[src/rtl/gpr_pkg.sv]
`timescale 1ns/1ps
package gpr_pkg;

    localparam int BYTE_W = 8;
    localparam int HALF_W = 16;

    typedef enum logic [1:0] {
        ACC_LO8 = 2'd0,
        ACC_HI8 = 2'd1,
        ACC_W16 = 2'd2,
        ACC_W32 = 2'd3
    } acc_size_e;

endpackage

[src/rtl/gpr_access_check.sv]
`timescale 1ns/1ps
module gpr_access_check
    import gpr_pkg::*;
#(
    parameter int NUM_REGS  = 8,
    parameter int BYTE_REGS = 4,
    localparam int IDX_W    = $clog2(NUM_REGS)
) (
    input  logic [IDX_W-1:0] idx,
    input  acc_size_e        size,
    output logic             illegal
);

    logic is_byte;
    logic no_byte_reg;

    always_comb begin
        is_byte     = (size == ACC_LO8) || (size == ACC_HI8);
        no_byte_reg = (int'(idx) >= BYTE_REGS);
        illegal     = is_byte && no_byte_reg;
    end

endmodule

[src/rtl/gpr_slice_merge.sv]
`timescale 1ns/1ps
module gpr_slice_merge
    import gpr_pkg::*;
#(
    parameter int DATA_W = 32
) (
    input  logic [DATA_W-1:0] old_val,
    input  logic [DATA_W-1:0] wdata,
    input  acc_size_e         size,
    output logic [DATA_W-1:0] merged
);

    always_comb begin
        merged = old_val;
        case (size)
            ACC_LO8: merged[BYTE_W-1:0]      = wdata[BYTE_W-1:0];
            ACC_HI8: merged[HALF_W-1:BYTE_W] = wdata[BYTE_W-1:0];
            ACC_W16: merged[HALF_W-1:0]      = wdata[HALF_W-1:0];
            ACC_W32: merged                  = wdata;
            default: merged                  = old_val;
        endcase
    end

endmodule

[src/rtl/gpr_slice_read.sv]
`timescale 1ns/1ps
module gpr_slice_read
    import gpr_pkg::*;
#(
    parameter int DATA_W = 32
) (
    input  logic [DATA_W-1:0] value,
    input  acc_size_e         size,
    input  logic              illegal,
    output logic [DATA_W-1:0] rdata
);

    always_comb begin
        rdata = '0;
        if (!illegal) begin
            case (size)
                ACC_LO8: rdata = {{(DATA_W-BYTE_W){1'b0}}, value[BYTE_W-1:0]};
                ACC_HI8: rdata = {{(DATA_W-BYTE_W){1'b0}}, value[HALF_W-1:BYTE_W]};
                ACC_W16: rdata = {{(DATA_W-HALF_W){1'b0}}, value[HALF_W-1:0]};
                ACC_W32: rdata = value;
                default: rdata = '0;
            endcase
        end
    end

endmodule

[src/rtl/gpr_bank.sv]
`timescale 1ns/1ps
module gpr_bank
    import gpr_pkg::*;
#(
    parameter int NUM_REGS  = 8,
    parameter int BYTE_REGS = 4,
    parameter int DATA_W    = 32,
    localparam int IDX_W    = $clog2(NUM_REGS)
) (
    input  logic              clk,
    input  logic              rst_n,
    input  logic              wr_en,
    input  logic [IDX_W-1:0]  wr_idx,
    input  logic [1:0]        wr_size,
    input  logic [DATA_W-1:0] wr_data,
    output logic              wr_illegal,
    input  logic [IDX_W-1:0]  rd0_idx,
    input  logic [1:0]        rd0_size,
    output logic [DATA_W-1:0] rd0_data,
    output logic              rd0_illegal,
    input  logic [IDX_W-1:0]  rd1_idx,
    input  logic [1:0]        rd1_size,
    output logic [DATA_W-1:0] rd1_data,
    output logic              rd1_illegal
);

    localparam int NUM_RD = 2;

    typedef struct packed {
        logic [NUM_REGS-1:0][DATA_W-1:0] regs;
    } bank_state_t;

    bank_state_t state_d, state_q;

    logic [NUM_REGS-1:0][DATA_W-1:0] regs_q;
    logic                            wr_bad;
    logic                            wr_ok;
    logic [DATA_W-1:0]               wr_merged;

    logic [IDX_W-1:0]  rd_idx  [NUM_RD];
    acc_size_e         rd_size [NUM_RD];
    logic              rd_bad  [NUM_RD];
    logic [DATA_W-1:0] rd_src  [NUM_RD];
    logic [DATA_W-1:0] rd_out  [NUM_RD];

    assign regs_q = state_q.regs;

    // write-side legality and slice merge
    gpr_access_check #(
        .NUM_REGS  (NUM_REGS),
        .BYTE_REGS (BYTE_REGS)
    ) u_wr_check (
        .idx     (wr_idx),
        .size    (acc_size_e'(wr_size)),
        .illegal (wr_bad)
    );

    gpr_slice_merge #(
        .DATA_W (DATA_W)
    ) u_wr_merge (
        .old_val (regs_q[wr_idx]),
        .wdata   (wr_data),
        .size    (acc_size_e'(wr_size)),
        .merged  (wr_merged)
    );

    assign wr_ok      = wr_en && !wr_bad;
    assign wr_illegal = wr_en && wr_bad;

    // read ports
    assign rd_idx[0]  = rd0_idx;
    assign rd_idx[1]  = rd1_idx;
    assign rd_size[0] = acc_size_e'(rd0_size);
    assign rd_size[1] = acc_size_e'(rd1_size);

    for (genvar g = 0; g < NUM_RD; g++) begin : g_rd
        gpr_access_check #(
            .NUM_REGS  (NUM_REGS),
            .BYTE_REGS (BYTE_REGS)
        ) u_rd_check (
            .idx     (rd_idx[g]),
            .size    (rd_size[g]),
            .illegal (rd_bad[g])
        );

        // same-cycle bypass of the merged write value
        always_comb begin
            if (wr_ok && (rd_idx[g] == wr_idx)) begin
                rd_src[g] = wr_merged;
            end else begin
                rd_src[g] = regs_q[rd_idx[g]];
            end
        end

        gpr_slice_read #(
            .DATA_W (DATA_W)
        ) u_rd_slice (
            .value   (rd_src[g]),
            .size    (rd_size[g]),
            .illegal (rd_bad[g]),
            .rdata   (rd_out[g])
        );
    end

    assign rd0_data    = rd_out[0];
    assign rd1_data    = rd_out[1];
    assign rd0_illegal = rd_bad[0];
    assign rd1_illegal = rd_bad[1];

    // next-state
    always_comb begin
        state_d = state_q;
        if (wr_ok) begin
            state_d.regs[wr_idx] = wr_merged;
        end
    end

    always_ff @(posedge clk or negedge rst_n) begin
        if (!rst_n) begin
            state_q <= '0;
        end else begin
            state_q <= state_d;
        end
    end

endmodule

[config.mk]
export PLATFORM = sky130hd
export DESIGN_NAME = gpr_bank
export DESIGN_NICKNAME = d
export VERILOG_FILES = /design/src/rtl/gpr_pkg.sv /design/src/rtl/gpr_access_check.sv /design/src/rtl/gpr_slice_merge.sv /design/src/rtl/gpr_slice_read.sv /design/src/rtl/gpr_bank.sv
export SDC_FILE = /design/constraint.sdc
export NUM_CORES = 1
export LEC_CHECK = 0
export BUFFER_PORTS_ARGS = -buffer_cell sky130_fd_sc_hd__buf_4
export CORE_ASPECT_RATIO = 1.5
export CORE_MARGIN = 3
export CORE_UTILIZATION = 28
export CTS_CLUSTER_DIAMETER = 60
export DETAILED_ROUTE_END_ITERATION = 8
export PLACE_DENSITY = 0.44
export RECOVER_POWER = 100
export SYNTH_ARGS = -nofsm -noshare
export SYNTH_HDL_FRONTEND = slang
export SYNTH_HIERARCHICAL = 1
export SYNTH_SLANG_ARGS = --single-unit
[constraint.sdc]
create_clock -name clk -period 6.8 [get_ports clk]
set_clock_uncertainty 0.1 [all_clocks]
set_input_delay 1.7 -clock clk [delete_from_list [all_inputs] [get_ports clk]]
set_output_delay 1.7 -clock clk [all_outputs]
set_load 0.005 [all_outputs]
---- Word-level counts from Yosys, hierarchy flattened ----
Cells that the tools add are included.
W data, S select, Z words.
cells by class
  $add $sub $neg .......................... 0
  multiply operators ...................... 0
  div/mod/pow operators ................... 0
  $lt $le $gt $ge ......................... 7
  eq/ne operators ......................... 11
  shift-type cells ........................ 0
  muxes and demuxes ....................... 18
  bitwise gates (word level) .............. 0
  reduce and logical (&&, ||, !) cells .... 17
operator list
  kind                  number
  $bmux W32 S3          3
  $bwmux W256           1
  $mux W32              8
  $pmux W32 S4          2
  $demux W32 S3         1
  $mux W16              1
  $pmux W8 S2           1
  $eq A2 B2 Y1 const B  6
  $lt A3 B4 Y1 const B  3
  $ge A3 B3 Y1 const B  3
  $logic_and A1 B1 Y1   8
  $mux W8               1
  $eq A2 B1 Y1 const B  3
  $eq A3 B3 Y1          2
  $logic_not A2 Y1      3
  $ge A3 B1 Y1 const B  1
  $logic_or A1 B1 Y1    3
  $reduce_or A3 Y1      1
  $reduce_or A2 Y1      1
  $logic_not A1 Y1      1
word-level totals
  flip-flop bits (word level) ............. 256
  latch bits .............................. 0
  memory bits (writable) .................. 0
  memory bits (read-only) ................. 0
  input bits .............................. 50
  output and inout port bits .............. 67
  logic and storage cells ................. 61
  memories ................................ 0

---- Longest topological paths before layout ----
  word-level depth ........................ 9
  depth in mapped cells ................... 12
  gate-level depth less buffers ........... 8

---- Modules after synthesis ----
Netlist, hierarchy kept.
by module, submodules not included
  module            instances  cells each  area an instance (µm²)
  gpr_bank          1          1145        16588.4
  gpr_slice_read    2          54          384.1
  gpr_slice_merge   1          55          583.1
  gpr_access_check  3          1           13.8

---- Worst setup path after synthesis ----
No wires, ideal clock.
  path kind ............................... input-to-output
  start ................................... input wr_idx[2]
  end ..................................... output rd0_data[3]
  data arrival time ....................... 3.910 ns
  data required time ...................... 5.000 ns
  slack ................................... 1.090 ns
  stages on the path ...................... 11
  path through ............................ buf_2 -> buf_1 -> clkbuf_1 -> a22oi_1 -> o221ai_1 -> mux2i_1 -> o21ai_0 -> buf_1 -> mux2_2 -> or4bb_1 -> o21ai_1
RTL lines
  what             RTL line        text
  start, declared  gpr_bank.sv:13  input logic [IDX_W-1:0] wr_idx,
  end, declared    gpr_bank.sv:19  output logic [DATA_W-1:0] rd0_data,

==> summary.md <==
| Metric | Value |
|---|---|
| YS warnings | `6` |
| WP data arrival | `between 4000 and 5000 ps` |
| Overflow after GRT | `0` |
| Endpoints failing hold | `0` |
| Leak | `around 8.8 nW` |
| Sequential area share after synthesis | `0.3563` |
| Seq cells post-synth | `between 200 and 300` |
| Clock root cell | `clkbuf_16` |
| Post-synth cell types | `40` |
| Cell count after synthesis | `roughly 1300` |
| Worst-Skew Late Latency | `590 ps` |
| Count of flip-flops with a built-in enable after synthesis | `0` |
| Via/cell ratio | `between 5 and 6` |
| First-pass GRT wire length | `92600 µm` |
| Peak VDD IR | `208.2 µV` |
| Area leader, netlist | `dfrtp_1` |
| Critical path data required time | `about 5000 ps` |
| Setup crit end kind | `output pin` |
| Wirelength per Cell | `~29 µm` |
| Pwr Density | `about 310 nW/µm²` |
| Slew Viols, Final | `~380` |
| Die width | `212.9 µm` |
| Fin worst setup slack | `between 200 and 300 ps` |
| Initial antenna violation count | `1` |
| Status | `complete, but fails checks` |
| Fin nets | `1416` |
| H-Tree Depth | `1` |
| # Max-Cap Violations | `10` |
| Fin Setup TNS | `0 ps` |
| Placer Congestion | `about 0.78` |
| Tcrit/Tclk final | `0.9606` |
| Final WL | `~63000 µm` |
| Post-synth ARST share | `1.000` |
| Area grow syn2layout | `13.99%` |
| CTS Sinks | `between 200 and 300` |
| Fraction of layout cells with a size suffix above 1 | `0.5133` |
| Failing checks | `max-capacitance violations, max-slew violations` |
| Gates resized, CTS repair | `0` |
| Clk buf depth | `3` |
| CP Max Fanout | `33` |
| Largest register FFs | `around 260` |
| PortBufs | `about 120` |
| Drt initial violations | `between 700 and 800` |
| Total I/O pin count | `117` |
| Row Count | `113` |
| Largest net degree at the start of global routing | `about 110` |
| Die height | `about 320 µm` |
| CP Launch Type | `input pin` |
| Crit-path cells | `buf_4, buf_12, nor2b_1, nor2b_1, nand4_1, clkbuf_2, mux2_1, or4bb_1, o21ai_0, buf_4` |
| Vias in the first global route | `between 10000 and 15000` |
| Via count | `12281` |
| Overall power | `about 6.3 mW` |
| TritonCTS Buffers | `30` |
| Crit Path Class | `input pin to output pin` |
| CTS clk-pin slew, worst paths | `60 ps` |
| Worst Max-Slew Pin Slew | `3401 ps` |
| # fillers | `6257` |
| Slew Limit Headroom | `-1.272` |
| Syn nets | `~1400` |
| GRT Util Overall | `0.1864` |
| Post-Place Setup Slack | `~430 ps` |
| Final setup fails | `0` |
| Critical path's largest stage delay | `610 ps` |
| Hold Path Class | `flip-flop to flip-flop` |
| CTS Hold Bufs | `0` |
| Post-CTS Setup Bufs | `0` |
| TritonRoute pass-1 iters | `5` |
| Starting Density | `0.2832` |
| Post-route minimum period | `6532 ps` |
| DRC Markers | `0` |
| Top cell type's share of synthesized area | `0.3563` |
| Mapped Area | `between 15000 and 20000 µm²` |
| Die area | `slightly below 70000 µm²` |
| Fmax | `0.1531 GHz` |
| CTS tree | `done` |
| Syn Area/Cell | `around 14 µm²` |
| DRT antenna net count | `0` |
| Core Area | `around 63000 µm²` |
| Fin util | `0.3229` |
| Finished Layout Cells | `between 2000 and 2500` |
| Post-Place Cells | `between 2000 and 2500` |
| Detailed placer's ending HPWL | `slightly above 40000 µm` |
| RSZ-0062 raised after global routing | `no` |
| Dominant synthesized flop cell | `dfrtp_1` |
| Area contributors post-synth | `dfrtp_1 36%, mux2_2 24%, mux4_2 13%` |
| Critical-path top delay cell | `clkbuf_2` |
==> power breakdown <==
group	leakage [nW]	internal, mW	switching [mW]	total, mW
sequential	3.26	1.99	0.462	2.45
combinational	5.01	1.31	0.840	2.15
clock	0.500	1.01	0.697	1.70
total	8.77	4.30	2.00	6.30
==> worst paths after layout <==
check                             from     endpoint  slack, ps  cells past startpoint
max                          wr_idx[2]  rd1_data[1]        270                     10
max reg2reg                regs_q[172]  regs_q[204]       4530                      6
min reg2reg                regs_q[182]  regs_q[182]        430                      1
min in group asynchronous        rst_n  regs_q[227]       1940                      1
max in group asynchronous        rst_n  regs_q[248]        970                      2
min                        regs_q[182]  regs_q[182]        430                      1
==> worst max-delay path: cells and delay by family <==
kind	cells	cell delay (ps)
buffers and inverters	4	1300
AO/OA/AOI/OAI	1	200
AND/OR/NAND/NOR	4	1140
multiplexers	1	340
==> Yosys cell counts (25+ instances only) <==
library cell,number
and2_1,50
nand2_1,40
clkbuf_1,30
mux2_2,379
buf_1,50
mux2_4,31
mux4_2,106
o221ai_1,30
mux2_1,90
a22oi_1,60
dfrtp_1,256
buf_2,38
mux4_1,25
==> metrics by stage <==
step                instance area (µm²)  hold slack, ps
floorplan                         17980           384.1
global placement                  19620           404.3
detailed placement                19620           414.6
CTS                               20650           433.3
global route                      20490           442.2
finish                            20500           430.1
==> cell type report <==
class | count | area, µm² | share of cell area
timing repair buffer | 169 | 1316 | 0.06422
antenna | 2 | 5.005 | 0.0002442
tap | 805 | 1007 | 0.04914
sequential | 256 | 6406 | 0.3125
clock inverter | 16 | 202.7 | 0.009889
multi-input combinational | 909 | 10740 | 0.5237
clock buffer | 39 | 824.5 | 0.04023
==> layer usage <==
layer	track usage	up-vias	wire (µm)
met5	0	-	0
met4	0.06764	0	2324
met1	0.2372	6630	26200
met2	0.3241	350	32330
li1	-	5203	-
met3	0.02346	98	2582
==> kinds of logic (layout without fill, tap and decap cells) <==
kind of cell              Yosys count  in the layout  synth area share
xor gates and xnor gates            6              6          0.002923
and+or+nand+nor                   149            149           0.05448
muxes                             640            640            0.4947
AOI/OAI and AO/OA                 114            114           0.04634
DFF                               256            256            0.3563
other                               0              2                 0
buffers and inverters             146            224           0.04523
==> cell usage in the layout (no fill, tap or decap), drive strengths merged <==
master and n:
nand4 2, or4bb 6, clkinvlp 3, dfrtp 256, clkbuf 64, diode 2, nor3b 3, xnor2 6
and2b 2, buf 144, and3 1, nor2b 9, a22oi 60, and3b 2, mux2i 8, nand3b 3
clkinv 9, nand2b 16, nand3 1, mux2 500, nand4bb 10, o221ai 30, bufinv 4, and2 50
nand2 41, nor2 3, mux4 132, o21ai 24
Note: power is estimated with default switching activity, not from simulation.
